[src/rtl/irqagg_pkg.sv]
package irqagg_pkg;
   // cause 0 field positions
   localparam int C0_LEG_SET_LSB = 16;
   localparam int C0_LEG_CLR_LSB = 20;
   localparam int C0_MSI_BIT     = 24;
   localparam logic [31:0] C0_IMPL = 32'h07FF_FFFF;
   // cause 1 field positions
   localparam int C1_PWR_BIT     = 4;
   localparam int C1_FLUSH_BIT   = 5;
   localparam int C1_LEG_LSB     = 8;
   localparam logic [31:0] C1_IMPL = 32'h0000_0FF0;
   // summary
   localparam int SUM_CORE_BIT   = 16;
   localparam logic [31:0] SUM_IMPL = 32'h0001_0000;
   // word addresses
   localparam int RA_C0_STAT  = 0;
   localparam int RA_C0_MASK  = 1;
   localparam int RA_C1_STAT  = 2;
   localparam int RA_C1_MASK  = 3;
   localparam int RA_MSI_STAT = 4;
   localparam int RA_MSI_MASK = 5;
   localparam int RA_PAYLOAD  = 6;
   localparam int RA_SUM_STAT = 7;
   localparam int RA_SUM_MASK = 8;
endpackage

[src/rtl/irqagg_w1c_reg.sv]
module irqagg_w1c_reg #(
   parameter int W = 32,
   parameter logic [W-1:0] IMPL = '1
) (
   input  logic         clk,
   input  logic         rst_n,
   input  logic [W-1:0] set_i,
   input  logic [W-1:0] clr_i,
   output logic [W-1:0] q_o
);
   // set is applied after clear, so a colliding event survives
   always_ff @(posedge clk or negedge rst_n) begin
      if (!rst_n) q_o <= '0;
      else        q_o <= ((q_o & ~clr_i) | set_i) & IMPL;
   end
endmodule

[src/rtl/irqagg_mask_reg.sv]
module irqagg_mask_reg #(
   parameter int W = 32,
   parameter logic [W-1:0] IMPL = '1,
   parameter logic [W-1:0] RST  = '1
) (
   input  logic         clk,
   input  logic         rst_n,
   input  logic         wr_i,
   input  logic [W-1:0] wdata_i,
   output logic [W-1:0] q_o
);
   always_ff @(posedge clk or negedge rst_n) begin
      if (!rst_n)    q_o <= RST & IMPL;
      else if (wr_i) q_o <= wdata_i & IMPL;
   end
endmodule

[src/rtl/irqagg_event_map.sv]
module irqagg_event_map
   import irqagg_pkg::*;
#(
   parameter int LEGACY_N = 4,
   parameter int MSI_VEC  = 32,
   parameter int VEC_W    = 5
) (
   input  logic [LEGACY_N-1:0] leg_assert_i,
   input  logic [LEGACY_N-1:0] leg_deassert_i,
   input  logic                pwr_i,
   input  logic                flush_i,
   input  logic                msi_valid_i,
   input  logic [VEC_W-1:0]    msi_vec_i,
   input  logic                msi_pend_any_i,
   output logic [31:0]         c0_set_o,
   output logic [31:0]         c1_set_o,
   output logic [MSI_VEC-1:0]  msi_set_o
);
   always_comb begin
      c0_set_o = '0;
      c1_set_o = '0;
      for (int n = 0; n < LEGACY_N; n++) begin
         c0_set_o[C0_LEG_SET_LSB + n] = leg_assert_i[n];
         c0_set_o[C0_LEG_CLR_LSB + n] = leg_deassert_i[n];
         c1_set_o[C1_LEG_LSB + n]     = leg_assert_i[n];
      end
      c0_set_o[C0_MSI_BIT]   = msi_pend_any_i;
      c1_set_o[C1_PWR_BIT]   = pwr_i;
      c1_set_o[C1_FLUSH_BIT] = flush_i;
   end

   for (genvar v = 0; v < MSI_VEC; v++) begin : g_vec
      assign msi_set_o[v] = msi_valid_i && (msi_vec_i == VEC_W'(v));
   end
endmodule

[src/rtl/irq_aggregator.sv]
module irq_aggregator
   import irqagg_pkg::*;
#(
   parameter int LEGACY_N  = 4,
   parameter int MSI_VEC   = 32,
   parameter int PAYLOAD_W = 8,
   parameter int ADDR_W    = 4,
   localparam int VEC_W    = (MSI_VEC > 1) ? $clog2(MSI_VEC) : 1
) (
   input  logic                 clk,
   input  logic                 rst_n,
   input  logic                 reg_wr_i,
   input  logic [ADDR_W-1:0]    reg_addr_i,
   input  logic [31:0]          reg_wdata_i,
   output logic [31:0]          reg_rdata_o,
   input  logic [LEGACY_N-1:0]  leg_assert_i,
   input  logic [LEGACY_N-1:0]  leg_deassert_i,
   input  logic                 pwr_i,
   input  logic                 flush_i,
   input  logic                 msi_valid_i,
   input  logic [VEC_W-1:0]     msi_vec_i,
   input  logic [PAYLOAD_W-1:0] msi_payload_i,
   output logic                 irq_o
);
   // elaboration-time parameter checks
   if (LEGACY_N < 1 || LEGACY_N > 4) begin : g_bad_legacy
      $error("LEGACY_N must be 1..4");
   end
   if (MSI_VEC < 1 || MSI_VEC > 32) begin : g_bad_vec
      $error("MSI_VEC must be 1..32");
   end
   if (PAYLOAD_W < 1 || PAYLOAD_W > 32) begin : g_bad_payload
      $error("PAYLOAD_W must be 1..32");
   end
   if (ADDR_W < 4) begin : g_bad_addr
      $error("ADDR_W must be at least 4");
   end

   logic [31:0]          c0_q, c0_mask_q, c1_q, c1_mask_q;
   logic [31:0]          sum_q, sum_mask_q;
   logic [MSI_VEC-1:0]   msi_q, msi_mask_q;
   logic [PAYLOAD_W-1:0] payload_q;
   logic                 irq_q;

   logic [31:0]          c0_set, c1_set, sum_set;
   logic [MSI_VEC-1:0]   msi_set;
   logic                 msi_pend_any, core_any;

   // write decode
   function automatic logic hit(input logic [ADDR_W-1:0] a, input int idx);
      return a == ADDR_W'(idx);
   endfunction

   logic [31:0] c0_clr, c1_clr, sum_clr, msi_clr_w;
   assign c0_clr    = (reg_wr_i && hit(reg_addr_i, RA_C0_STAT))  ? reg_wdata_i : '0;
   assign c1_clr    = (reg_wr_i && hit(reg_addr_i, RA_C1_STAT))  ? reg_wdata_i : '0;
   assign sum_clr   = (reg_wr_i && hit(reg_addr_i, RA_SUM_STAT)) ? reg_wdata_i : '0;
   assign msi_clr_w = (reg_wr_i && hit(reg_addr_i, RA_MSI_STAT)) ? reg_wdata_i : '0;

   // roll-ups
   assign msi_pend_any = |(msi_q & ~msi_mask_q);
   assign core_any     = (|(c0_q & ~c0_mask_q)) | (|(c1_q & ~c1_mask_q));
   assign sum_set      = 32'(core_any) << SUM_CORE_BIT;

   irqagg_event_map #(
      .LEGACY_N(LEGACY_N), .MSI_VEC(MSI_VEC), .VEC_W(VEC_W)
   ) u_map (
      .leg_assert_i   (leg_assert_i),
      .leg_deassert_i (leg_deassert_i),
      .pwr_i          (pwr_i),
      .flush_i        (flush_i),
      .msi_valid_i    (msi_valid_i),
      .msi_vec_i      (msi_vec_i),
      .msi_pend_any_i (msi_pend_any),
      .c0_set_o       (c0_set),
      .c1_set_o       (c1_set),
      .msi_set_o      (msi_set)
   );

   // status registers
   irqagg_w1c_reg #(.W(32), .IMPL(C0_IMPL)) u_c0 (
      .clk(clk), .rst_n(rst_n), .set_i(c0_set), .clr_i(c0_clr), .q_o(c0_q));
   irqagg_w1c_reg #(.W(32), .IMPL(C1_IMPL)) u_c1 (
      .clk(clk), .rst_n(rst_n), .set_i(c1_set), .clr_i(c1_clr), .q_o(c1_q));
   irqagg_w1c_reg #(.W(32), .IMPL(SUM_IMPL)) u_sum (
      .clk(clk), .rst_n(rst_n), .set_i(sum_set), .clr_i(sum_clr), .q_o(sum_q));
   irqagg_w1c_reg #(.W(MSI_VEC), .IMPL({MSI_VEC{1'b1}})) u_msi (
      .clk(clk), .rst_n(rst_n), .set_i(msi_set),
      .clr_i(msi_clr_w[MSI_VEC-1:0]), .q_o(msi_q));

   // mask registers, all reset to masked
   irqagg_mask_reg #(.W(32), .IMPL(C0_IMPL), .RST('1)) u_c0_mask (
      .clk(clk), .rst_n(rst_n), .wr_i(reg_wr_i && hit(reg_addr_i, RA_C0_MASK)),
      .wdata_i(reg_wdata_i), .q_o(c0_mask_q));
   irqagg_mask_reg #(.W(32), .IMPL(C1_IMPL), .RST('1)) u_c1_mask (
      .clk(clk), .rst_n(rst_n), .wr_i(reg_wr_i && hit(reg_addr_i, RA_C1_MASK)),
      .wdata_i(reg_wdata_i), .q_o(c1_mask_q));
   irqagg_mask_reg #(.W(32), .IMPL(SUM_IMPL), .RST('1)) u_sum_mask (
      .clk(clk), .rst_n(rst_n), .wr_i(reg_wr_i && hit(reg_addr_i, RA_SUM_MASK)),
      .wdata_i(reg_wdata_i), .q_o(sum_mask_q));
   irqagg_mask_reg #(.W(MSI_VEC), .IMPL({MSI_VEC{1'b1}}), .RST({MSI_VEC{1'b1}})) u_msi_mask (
      .clk(clk), .rst_n(rst_n), .wr_i(reg_wr_i && hit(reg_addr_i, RA_MSI_MASK)),
      .wdata_i(reg_wdata_i[MSI_VEC-1:0]), .q_o(msi_mask_q));

   // payload capture
   always_ff @(posedge clk or negedge rst_n) begin
      if (!rst_n)           payload_q <= '0;
      else if (msi_valid_i) payload_q <= msi_payload_i;
   end

   // registered output level
   always_ff @(posedge clk or negedge rst_n) begin
      if (!rst_n) irq_q <= 1'b0;
      else        irq_q <= |(sum_q & ~sum_mask_q);
   end
   assign irq_o = irq_q;

   // read mux
   always_comb begin
      reg_rdata_o = '0;
      case (reg_addr_i)
         ADDR_W'(RA_C0_STAT):  reg_rdata_o = c0_q;
         ADDR_W'(RA_C0_MASK):  reg_rdata_o = c0_mask_q;
         ADDR_W'(RA_C1_STAT):  reg_rdata_o = c1_q;
         ADDR_W'(RA_C1_MASK):  reg_rdata_o = c1_mask_q;
         ADDR_W'(RA_MSI_STAT): reg_rdata_o = 32'(msi_q);
         ADDR_W'(RA_MSI_MASK): reg_rdata_o = 32'(msi_mask_q);
         ADDR_W'(RA_PAYLOAD):  reg_rdata_o = 32'(payload_q);
         ADDR_W'(RA_SUM_STAT): reg_rdata_o = sum_q;
         ADDR_W'(RA_SUM_MASK): reg_rdata_o = sum_mask_q;
         default:              reg_rdata_o = '0;
      endcase
   end
endmodule

[config.mk]
export PLATFORM = sky130hd
export DESIGN_NAME = irq_aggregator
export DESIGN_NICKNAME = d
export VERILOG_FILES = /design/src/rtl/irqagg_pkg.sv /design/src/rtl/irqagg_w1c_reg.sv /design/src/rtl/irqagg_mask_reg.sv /design/src/rtl/irqagg_event_map.sv /design/src/rtl/irq_aggregator.sv
export SDC_FILE = /design/constraint.sdc
export NUM_CORES = 1
export LEC_CHECK = 0
export BUFFER_PORTS_ARGS = -buffer_cell sky130_fd_sc_hd__buf_4
export CELL_PAD_IN_SITES_DETAIL_PLACEMENT = 1
export CELL_PAD_IN_SITES_GLOBAL_PLACEMENT = 2
export CORE_ASPECT_RATIO = 1.25
export CORE_UTILIZATION = 38
export CTS_CLUSTER_SIZE = 25
export DETAILED_ROUTE_END_ITERATION = 6
export GPL_ROUTABILITY_DRIVEN = 0
export GPL_TIMING_DRIVEN = 0
export PLACE_DENSITY = 0.89
export SYNTH_ARGS = -nofsm -noshare
export SYNTH_HDL_FRONTEND = slang
export SYNTH_SLANG_ARGS = --single-unit
[constraint.sdc]
create_clock -name clk -period 1.5 [get_ports clk]
set_input_delay 0.075 -clock clk [delete_from_list [all_inputs] [get_ports clk]]
set_output_delay 0.075 -clock clk [all_outputs]
set_load 0.05 [all_outputs]
==> metrics.txt, run 1 <==
clk buf depth 2; Layout area overhead 42.1%; Total Power 13.1 mW; H-tree Lvls 4; drt first pass iters 5; area share of the largest cell type after synthesis 27.6%; CP Max Fanout 2; clk sink count 145; max-capacitance violation count 0; sequential area share after synthesis 53.3%; total length of routed wires 26,800 um; port bufs 91; syn_nets 651; measured slew at the worst slew-check pin 871 ps; Synth area leaders dfrtp_1, dfstp_2, mux2_2; gr usage total 29.2%; Synth area leader dfrtp_1; latest clock arrival within the worst-skew pair 440 ps; DR WL/cell 25.8 um; Post-DP HPWL 17,100 um; WHS 90.4 ps; peak supply drop 953 uV; Initial Utilization 38.7%; first-pass GRT wire length 40,000 um; Final Slew Violations 0; CP Class flip-flop to output port; Yosys warning count 0; failing checks negative setup slack; post-route setup slack -225 ps; P per Cell Area 1320 nW/um2; initial antenna violation count 0; layout cell share with drive strength beyond 1 46.2%; dpl ws -777 ps; RSZ-0062 raised after global routing true; crit path DAT 1650 ps; final core occ 54.9%; DRC viols 0; vias 6,179; Clock Tree Root clkbuf_16; largest net degree at the start of global routing 85; Synth Cell Area 6970 um2; Die Width 123 um; Setup crit end kind output port; Hold WC Path Type input port to flip-flop; CORE AREA 18,000 um2; row cnt 55; period utilization 115%; leak pwr 4.32 nW; status complete, but fails checks; Final nets 860; num ports 96; Iteration-0 DRC Markers 500; die area 18,900 um2; Layout Skew 6.95 ps; #FFs+latches synth 145; Num CTS Buffers 17; minimum clock period 1730 ps; vias in the first global route 6,779; count of final hold-check violations 0; Mean Syn Cell Area 11.9 um2; Setup TNS -2230 ps; relative slew slack 41.5%; grt ovf 0; startpoint class of the critical path flip-flop; Die Y 153 um; Max Fclk 580 MHz; clock-pin slew on the worst setup and hold paths 60 ps; Antenna Nets Post-Route 0; Worst EP required 1420 ps; Synth Instances 588; routed vias/inst 5.95; # diodes 0; TritonCTS clock tree built; final setup vio count 21; Netlist cell types 43
[metal layers]
layer / global-route usage [%] / vias up / share of wire [%]
met5: 0 / - / 0
met1: 34.7 / 3191 / 39
li1: - / 2611 / -
met3: 6.64 / 91 / 5.6
met4: 16.8 / 0 / 5.1
met2: 47.9 / 286 / 50
[worst paths after layout]
path	end	slack (ps)	startpoint	cells past startpoint
worst max-delay path	reg_rdata_o[16]	-230	u_sum_mask.q_o[16]	5
worst min-delay path	u_sum_mask.q_o[16]	90	reg_addr_i[3]	3
worst max register to register	u_sum.q_o[16]	-170	u_c0_mask.q_o[13]	3
worst min register to register	payload_q[2]	510	payload_q[2]	1
max in group asynchronous	u_msi_mask.q_o[20]	390	rst_n	3
min in group asynchronous	u_c0.q_o[23]	270	rst_n	2
[flip-flops by register name (all words and copies together) (netlist names)]
name	cells
u_c0.q_o	27
irq_o	1
u_msi.q_o	32
u_msi_mask.q_o	32
payload_q	8
u_c0_mask.q_o	27
u_sum_mask.q_o	1
u_c1.q_o	8
u_sum.q_o	1
u_c1_mask.q_o	8
[metrics by stage]
| stage | cells | area (um2) |
|---|---|---|
| floorplan | 588 | 7040 |
| finish | 1038 | 9910 |
| global placement | 907 | 8010 |
| global route | 1038 | 9910 |
| CTS | 1028 | 9690 |
| detailed placement | 908 | 8050 |
[cell type report]
cell class	instances	area [um2]
fillers	1878	8120
flip-flops and latches	145	3710
multi-input cells	372	3150
repair buffers	190	1740
clock buffers	22	484
well taps	228	285
plain buffers	30	231
clock inverters	10	156
inverters	41	154
[cells in the mapped netlist, drive strengths merged]
| cell | count |
|---|---|
| nand2 | 59 |
| nor4b | 2 |
| dfstp | 68 |
| buf | 18 |
| and2 | 3 |
| or2 | 1 |
| nor4 | 7 |
| clkbuf | 12 |
| o22ai | 15 |
| dfrtp | 77 |
| nor2 | 3 |
| nand4 | 3 |
| o31a | 1 |
| a21oi | 9 |
| nand4b | 3 |
| a21o | 15 |
| a222oi | 9 |
| nand2b | 32 |
| a21boi | 12 |
| o2bb2ai | 16 |
| inv | 41 |
| nand3b | 1 |
| a22o | 31 |
| nand3 | 10 |
| a22oi | 25 |
| a221o | 14 |
| mux2 | 76 |
| nor3b | 2 |
| o2111ai | 9 |
| nor2b | 3 |
| a32o | 4 |
| nor3 | 6 |
| o21ai | 1 |
[critical path, stage by stage, from the launching register on]
cell and delay [ps]:
dfstp_2 530, nand3b_1 120, o22ai_1 160, a222oi_1 100
o21ai_1 120, buf_6 180
[placed cells by master (no fill, tap or decap), types with 6 or more instances in the layout]
| cell | n |
|---|---|
| o2bb2ai_1 | 16 |
| clkbuf_16 | 17 |
| a21oi_1 | 9 |
| dfrtp_1 | 77 |
| a22o_1 | 26 |
| a222oi_1 | 9 |
| clkbuf_8 | 7 |
| buf_2 | 7 |
| nand2b_4 | 6 |
| nand2_1 | 54 |
| mux2_2 | 55 |
| buf_6 | 27 |
| nand2b_1 | 25 |
| buf_4 | 113 |
| nand3_2 | 9 |
| mux2_1 | 21 |
| a221o_2 | 11 |
| a21boi_0 | 12 |
| inv_1 | 40 |
| o22ai_1 | 15 |
| buf_8 | 7 |
| dlygate4sd3_1 | 53 |
| a22oi_1 | 21 |
| dfstp_2 | 68 |
| a21o_1 | 15 |
[logic make-up after synthesis]
logic type / after synthesis / synth area share [%]
compound gates: 161 / 18.7
simple gates: 135 / 11.1
mux: 76 / 12.3
flops: 145 / 53.3
buf+inv: 71 / 4.63
[where the power goes]
group          internal [mW]  switching (mW)  total [mW]
combinational           1.40            1.43        2.83
sequential              4.95           0.636        5.59
clock                   2.95            1.72        4.67
total                   9.30            3.79        13.1
[repair_timing]
action | CTS | global route
hold buffers | 53 | 0
endpoints found under the setup margin | 45 | 30
gates resized for setup | 54 | 28
gates cloned | 0 | 0
pin swaps | 25 | 17
buffers inserted | 35 | 10
hold endpoints to repair | 186 | 0
Power figures use the tool's default switching activity.
==> run 2, diff against run 1 <==
--- a/config.mk
+++ b/config.mk
@@ -15,6 +15,7 @@
 export GPL_ROUTABILITY_DRIVEN = 0
 export GPL_TIMING_DRIVEN = 0
 export PLACE_DENSITY = 0.89
+export RECOVER_POWER = 50
 export SYNTH_ARGS = -nofsm -noshare
 export SYNTH_HDL_FRONTEND = slang
 export SYNTH_SLANG_ARGS = --single-unit
==> run 2 against run 1 <==
  * The flow still finishes with violations (negative setup slack)
  * Die area unchanged
  * Power about the same
  * Setup slack gained 0.78 ps
  * Flip-flop and latch count unchanged
  * Utilization down 0.15 points
  * Global-route usage stayed put
  * Cell area fell by 0.27%
  * Largest cell class unchanged
==> metrics.txt, run 2 (synthesis results as in run 1) <==
status complete, but fails checks; failing checks negative setup slack; P per Cell Area 1320 nW/um2 (+0.26%); final setup vio count 53 (+150%); crit path DAT 1650 ps (about the same); Hold Path Stages 3 (unchanged); Hold WC Path Type input port to flip-flop; DR WL/cell 25.8 um (about the same); routed vias/inst 5.91 (-0.71%); Seq pwr share 42.7% (about the same); Final Slew Violations 0 (unchanged); port bufs 91 (unchanged); Placed Instances 908 (unchanged); CP Class flip-flop to output port; Layout area overhead 41.8%; TritonCTS clock tree built; most frequent cells in the layout buf_4, dfrtp_1, dfstp_2; # diodes 0 (unchanged); vias in the first global route 6,779 (unchanged); clk buf depth 2 (unchanged); Finished Layout Cells 1,038 (unchanged); Setup crit end kind output port; vias 6,135 (-0.71%); Initial Utilization 38.7% (unchanged); first-pass GRT wire length 40,000 um (unchanged); latest clock arrival within the worst-skew pair 440 ps (about the same); max-capacitance violation count 0 (unchanged); largest net degree at the start of global routing 85 (unchanged); row cnt 55 (unchanged); peak supply drop 949 uV (-0.37%); Switching Fraction 29.0% (about the same); clk sink count 145 (unchanged); Die Y 153 um (unchanged); leak pwr 4.30 nW (-0.42%); Sw Pwr 3.79 mW (about the same); DR top layer met4; post-route setup slack -225 ps (+0.783 ps); Int Power 9.30 mW (about the same); num ports 96 (unchanged); Metal-1 WL 10,500 um (+0.82%); measured slew at the worst slew-check pin 1230 ps (+356 ps); count of final hold-check violations 0 (unchanged); Clk pwr share 35.8% (about the same); Iteration-0 DRC Markers 524 (+4.8%); relative slew slack 18.2% (-23 points); grt ovf 0 (unchanged); Post-DP HPWL 17,100 um (unchanged); H-tree Lvls 4 (unchanged); minimum clock period 1720 ps (-0.783 ps); worst r2r path cells 3 (unchanged); total length of routed wires 26,800 um (about the same); metal3 WL 1430 um (-4.3%); Worst EP required 1420 ps (about the same); Final nets 860 (unchanged); layout cell share with drive strength beyond 1 45.7% (-0.49 points); Total Power 13.1 mW (about the same); combinational share of power 21.6% (about the same); drt first pass iters 5 (unchanged); Num CTS Buffers 17 (unchanged); CORE AREA 18,000 um2 (unchanged); Antenna Nets Post-Route 0 (unchanged); Clock Tree Root clkbuf_16; final core occ 54.8% (-0.15 points); Filler cells 1,879 (+0.053%); Die Width 123 um (unchanged); die area 18,900 um2 (unchanged); DRC viols 0 (unchanged); startpoint class of the critical path flip-flop; gr usage total 29.2% (unchanged); leading cell type in the layout, fill and taps excluded buf_4; RSZ-0062 raised after global routing true; Top Registers u_msi.q_o x32, u_msi_mask.q_o x32; initial antenna violation count 0 (unchanged); Max Fclk 580 MHz (about the same); WL met2 13,600 um (+0.24%); CP Max Fanout 2 (unchanged); period utilization 115% (about the same); clock-pin slew on the worst setup and hold paths 60 ps (about the same); Layout Skew 7.83 ps (+0.877 ps)
run 2: metrics by stage:
step	instance area (um2)	setup WS (ps)	setup TNS (ps)	hold WS, ps
floorplan	7040	-128	-128	-221
global route	9880	-269	-9770	96.3
finish	9880	-225	-6490	92.5
detailed placement	8050	-777	-51900	187
CTS	9690	-179	-2090	73.6
global placement	8010	-926	-69980	252
run 2: power groups by stage:
stage	Clock, mW	Sequential [mW]	Combinational (mW)
6_report	4.68	5.59	2.82
5_1_grt	4.87	5.67	2.99
4_1_cts	4.69	5.51	2.59
3_5_place_dp	0	5.60	2.16
3_3_place_gp	0	5.53	2.07
2_1_floorplan	0	5.38	1.42
run 2: critical path, stage by stage, from the launching register on:
cell	delay [ps]
dfstp_2	530
nand3b_1	120
o22ai_1	170
a222oi_1	100
o21ai_1	120
buf_6	180
run 2: cell type report:
type	instances	area, um2	share of cell area (%)
sequential	145	3710	37.6
multi-input combinational	372	3130	31.7
timing repair buffer	190	1720	17.5
clock buffer	22	484	4.90
tap	228	285	2.89
buffer	30	231	2.34
clock inverter	10	156	1.58
inverter	41	154	1.56
run 2: per-layer routing:
metal	vias to the layer above	GRT usage, %
met4	0	16.8
li1	2608	-
met5	-	0
met2	253	47.9
met1	3189	34.7
met3	85	6.64
run 2: worst paths after layout:
path                                     from            endpoint  slack (ps)
max                        u_sum_mask.q_o[16]     reg_rdata_o[16]        -220
min                             reg_addr_i[3]  u_sum_mask.q_o[16]          90
max reg2reg                 u_c0_mask.q_o[13]       u_sum.q_o[16]        -140
min reg2reg                      payload_q[2]        payload_q[2]         510
max in group asynchronous               rst_n  u_msi_mask.q_o[20]          90
min in group asynchronous               rst_n        u_c0.q_o[23]         450
run 2: repair_timing:
action                                  in CTS  in global routing
setup buffers                               35                 10
pin swaps                                   25                 17
endpoints found under the setup margin      45                 30
hold buffers                                53                  0
gates resized for setup                     54                 28
endpoints found under the hold margin      186                  0
==> run 3, diff against run 2 <==
--- a/config.mk
+++ b/config.mk
@@ -8,7 +8,6 @@
 export BUFFER_PORTS_ARGS = -buffer_cell sky130_fd_sc_hd__buf_4
 export CELL_PAD_IN_SITES_DETAIL_PLACEMENT = 1
 export CELL_PAD_IN_SITES_GLOBAL_PLACEMENT = 2
-export CORE_ASPECT_RATIO = 1.25
 export CORE_UTILIZATION = 38
 export CTS_CLUSTER_SIZE = 25
 export DETAILED_ROUTE_END_ITERATION = 6
==> run 3 against run 2 <==
  * The flow still finishes with violations (negative setup slack)
  * Critical path depth increased by 3
  * Combinational power down 3%
  * Clock skew fell by 2.2 ps
  * Highest routed layer is now met5
==> metrics.txt, run 3 (synthesis results as in run 1) <==
DR WL/cell 25.3 um (-2.0%); Layout Skew 5.66 ps (-2.17 ps); Die Y 137 um (-10%); Clk pwr share 34.2% (-1.6 points); dpl ws -741 ps (+35.3 ps); period utilization 118% (+3.1 points); minimum clock period 1770 ps (+46.8 ps); Clock Tree Root clkbuf_16; Worst path slowest cell mux2_1; H-tree Lvls 4 (unchanged); max-capacitance violation count 0 (unchanged); measured slew at the worst slew-check pin 1200 ps (-22.3 ps); leak pwr 4.27 nW (-0.63%); Switching Fraction 29.4% (+0.42 points); met2 global-route usage 49.1% (+1.1 points); Worst EP required 1850 ps (+430 ps); leading cell type in the layout, fill and taps excluded buf_4; Final nets 863 (+0.35%); GR peak layer met2; grt ovf 0 (unchanged); clk buf depth 2 (unchanged); CORE AREA 18,000 um2 (-0.37%); initial antenna violation count 1 (+1); Final Slew Violations 0 (unchanged); Total Power 12.6 mW (-3.6%); met1 usage 37.1% (+2.4 points); count of final hold-check violations 0 (unchanged); peak supply drop 932 uV (-1.8%); num ports 96 (unchanged); # diodes 0 (unchanged); port bufs 91 (unchanged); Hold WC Path Type input port to flip-flop; met3 Resource Use GR 4.75% (-1.9 points); routed vias/inst 5.86 (-0.94%); CP max stage delay 340 ps (-190 ps); Initial Utilization 38.8% (+0.14 points); Sw Pwr 3.71 mW (-2.2%); CP Max Fanout 10 (+8); Seq pwr share 44.1% (+1.4 points); final core occ 54.9% (+0.077 points); final setup vio count 58 (+9.4%); Setup crit end kind flip-flop; TritonCTS clock tree built; Finished Layout Cells 1,042 (+0.39%); Post-DP HPWL 16,900 um (-1.2%); row cnt 49 (-11%); DRC viols 0 (unchanged); vias in the first global route 6,586 (-2.8%); Iteration-0 DRC Markers 550 (+5.0%); clk sink count 145 (unchanged); first-pass GRT wire length 39,400 um (-1.6%); relative slew slack 19.7% (+1.5 points); latest clock arrival within the worst-skew pair 430 ps (about the same); vias 6,101 (-0.55%); Placed Instances 909 (+0.11%); Int Power 8.91 mW (-4.2%); startpoint class of the critical path input port; layout cell share with drive strength beyond 1 44.9% (-0.78 points); CP Class input port to flip-flop; crit path DAT 2120 ps (+470 ps); Antenna Nets Post-Route 0 (unchanged); largest net degree at the start of global routing 83 (-2.4%); Top Registers u_msi.q_o x32, u_msi_mask.q_o x32; RSZ-0062 raised after global routing true; crit path cell chain buf_4, nand2b_1, nor3_4, clkbuf_1, clkbuf_2, nand2_2, buf_6, mux2_1; clock-pin slew on the worst setup and hold paths 60 ps (about the same); gr usage total 29.2% (-0.065 points); Die Width 137 um (+12%); drt first pass iters 5 (unchanged); combinational share of power 21.7% (about the same); P per Cell Area 1280 nW/um2 (-3.4%); most frequent cells in the layout buf_4, dfrtp_1, dfstp_2; Layout area overhead 41.4%; post-route setup slack -271 ps (-46.8 ps); failing checks negative setup slack; Num CTS Buffers 17 (unchanged); die area 18,900 um2 (about the same); WHS 55.1 ps (-37.4 ps); status complete, but fails checks; total length of routed wires 26,400 um (-1.6%); Max Fclk 564 MHz (-2.6%)
run 3: cell count changes in the layout (fill, tap and decap cells not counted), sizes merged:
cell	before	now
clkinv	5	6
dlygate4sd3	53	56
clkbuf	36	46
bufinv	4	2
buf	153	144
run 3: final cells by class:
class                      instances  area [um2]
fill                            1842        8110
sequential                       145        3710
multi-input combinational        372        3130
timing repair buffer             193        1710
clock buffer                      23         488
tap                              229         287
buffer                            30         263
inverter                          41         154
clock inverter                     9         105
run 3: power groups by stage:
stage                     Clock (mW)  Sequential [mW]  Combinational, mW
final                           4.31             5.57               2.74
after global routing            4.48             5.64               2.88
after CTS                       4.33             5.52               2.56
after detailed placement           0             5.59               2.16
after global placement             0             5.53               2.06
after floorplan                    0             5.38               1.42
run 3: what timing repair did:
action	in CTS	in global routing
hold buffers	56	0
gates resized for setup	57	30
endpoints found under the setup margin	36	37
gates cloned	1	0
pin swaps	16	17
hold endpoints to repair	188	0
setup buffers	34	13
run 3: path summary, 6_finish.rpt:
path	start	to	slack, ps	cells past startpoint
min in group asynchronous	rst_n	u_c0.q_o[6]	460	2
hold / removal	reg_addr_i[3]	u_sum_mask.q_o[16]	60	3
max in group asynchronous	rst_n	u_msi_mask.q_o[25]	80	3
setup / recovery	reg_addr_i[1]	u_c0_mask.q_o[13]	-270	8
setup reg to reg	u_c0_mask.q_o[8]	u_sum.q_o[16]	10	4
hold reg to reg	u_sum_mask.q_o[16]	irq_o	510	1
run 3: stage by stage:
| step | setup TNS (ps) | cell area, um2 |
|---|---|---|
| 2_1_floorplan | -128 | 7040 |
| 5_1_grt | -16790 | 9860 |
| 4_1_cts | -1950 | 9690 |
| 3_5_place_dp | -52950 | 8050 |
| 3_3_place_gp | -67890 | 8010 |
| 6_report | -10480 | 9860 |
run 3: worst max-delay path, delay by kind of cell:
kind,cells,cell delay [ps]
mux,1,340
simple gates,3,660
buf+inv,4,1030
run 3: per-layer routing:
metal	share of wire, %	up-vias
met5	0.049	-
met4	2.9	2
met3	5.3	53
met2	50	256
met1	42	3180
li1	-	2610
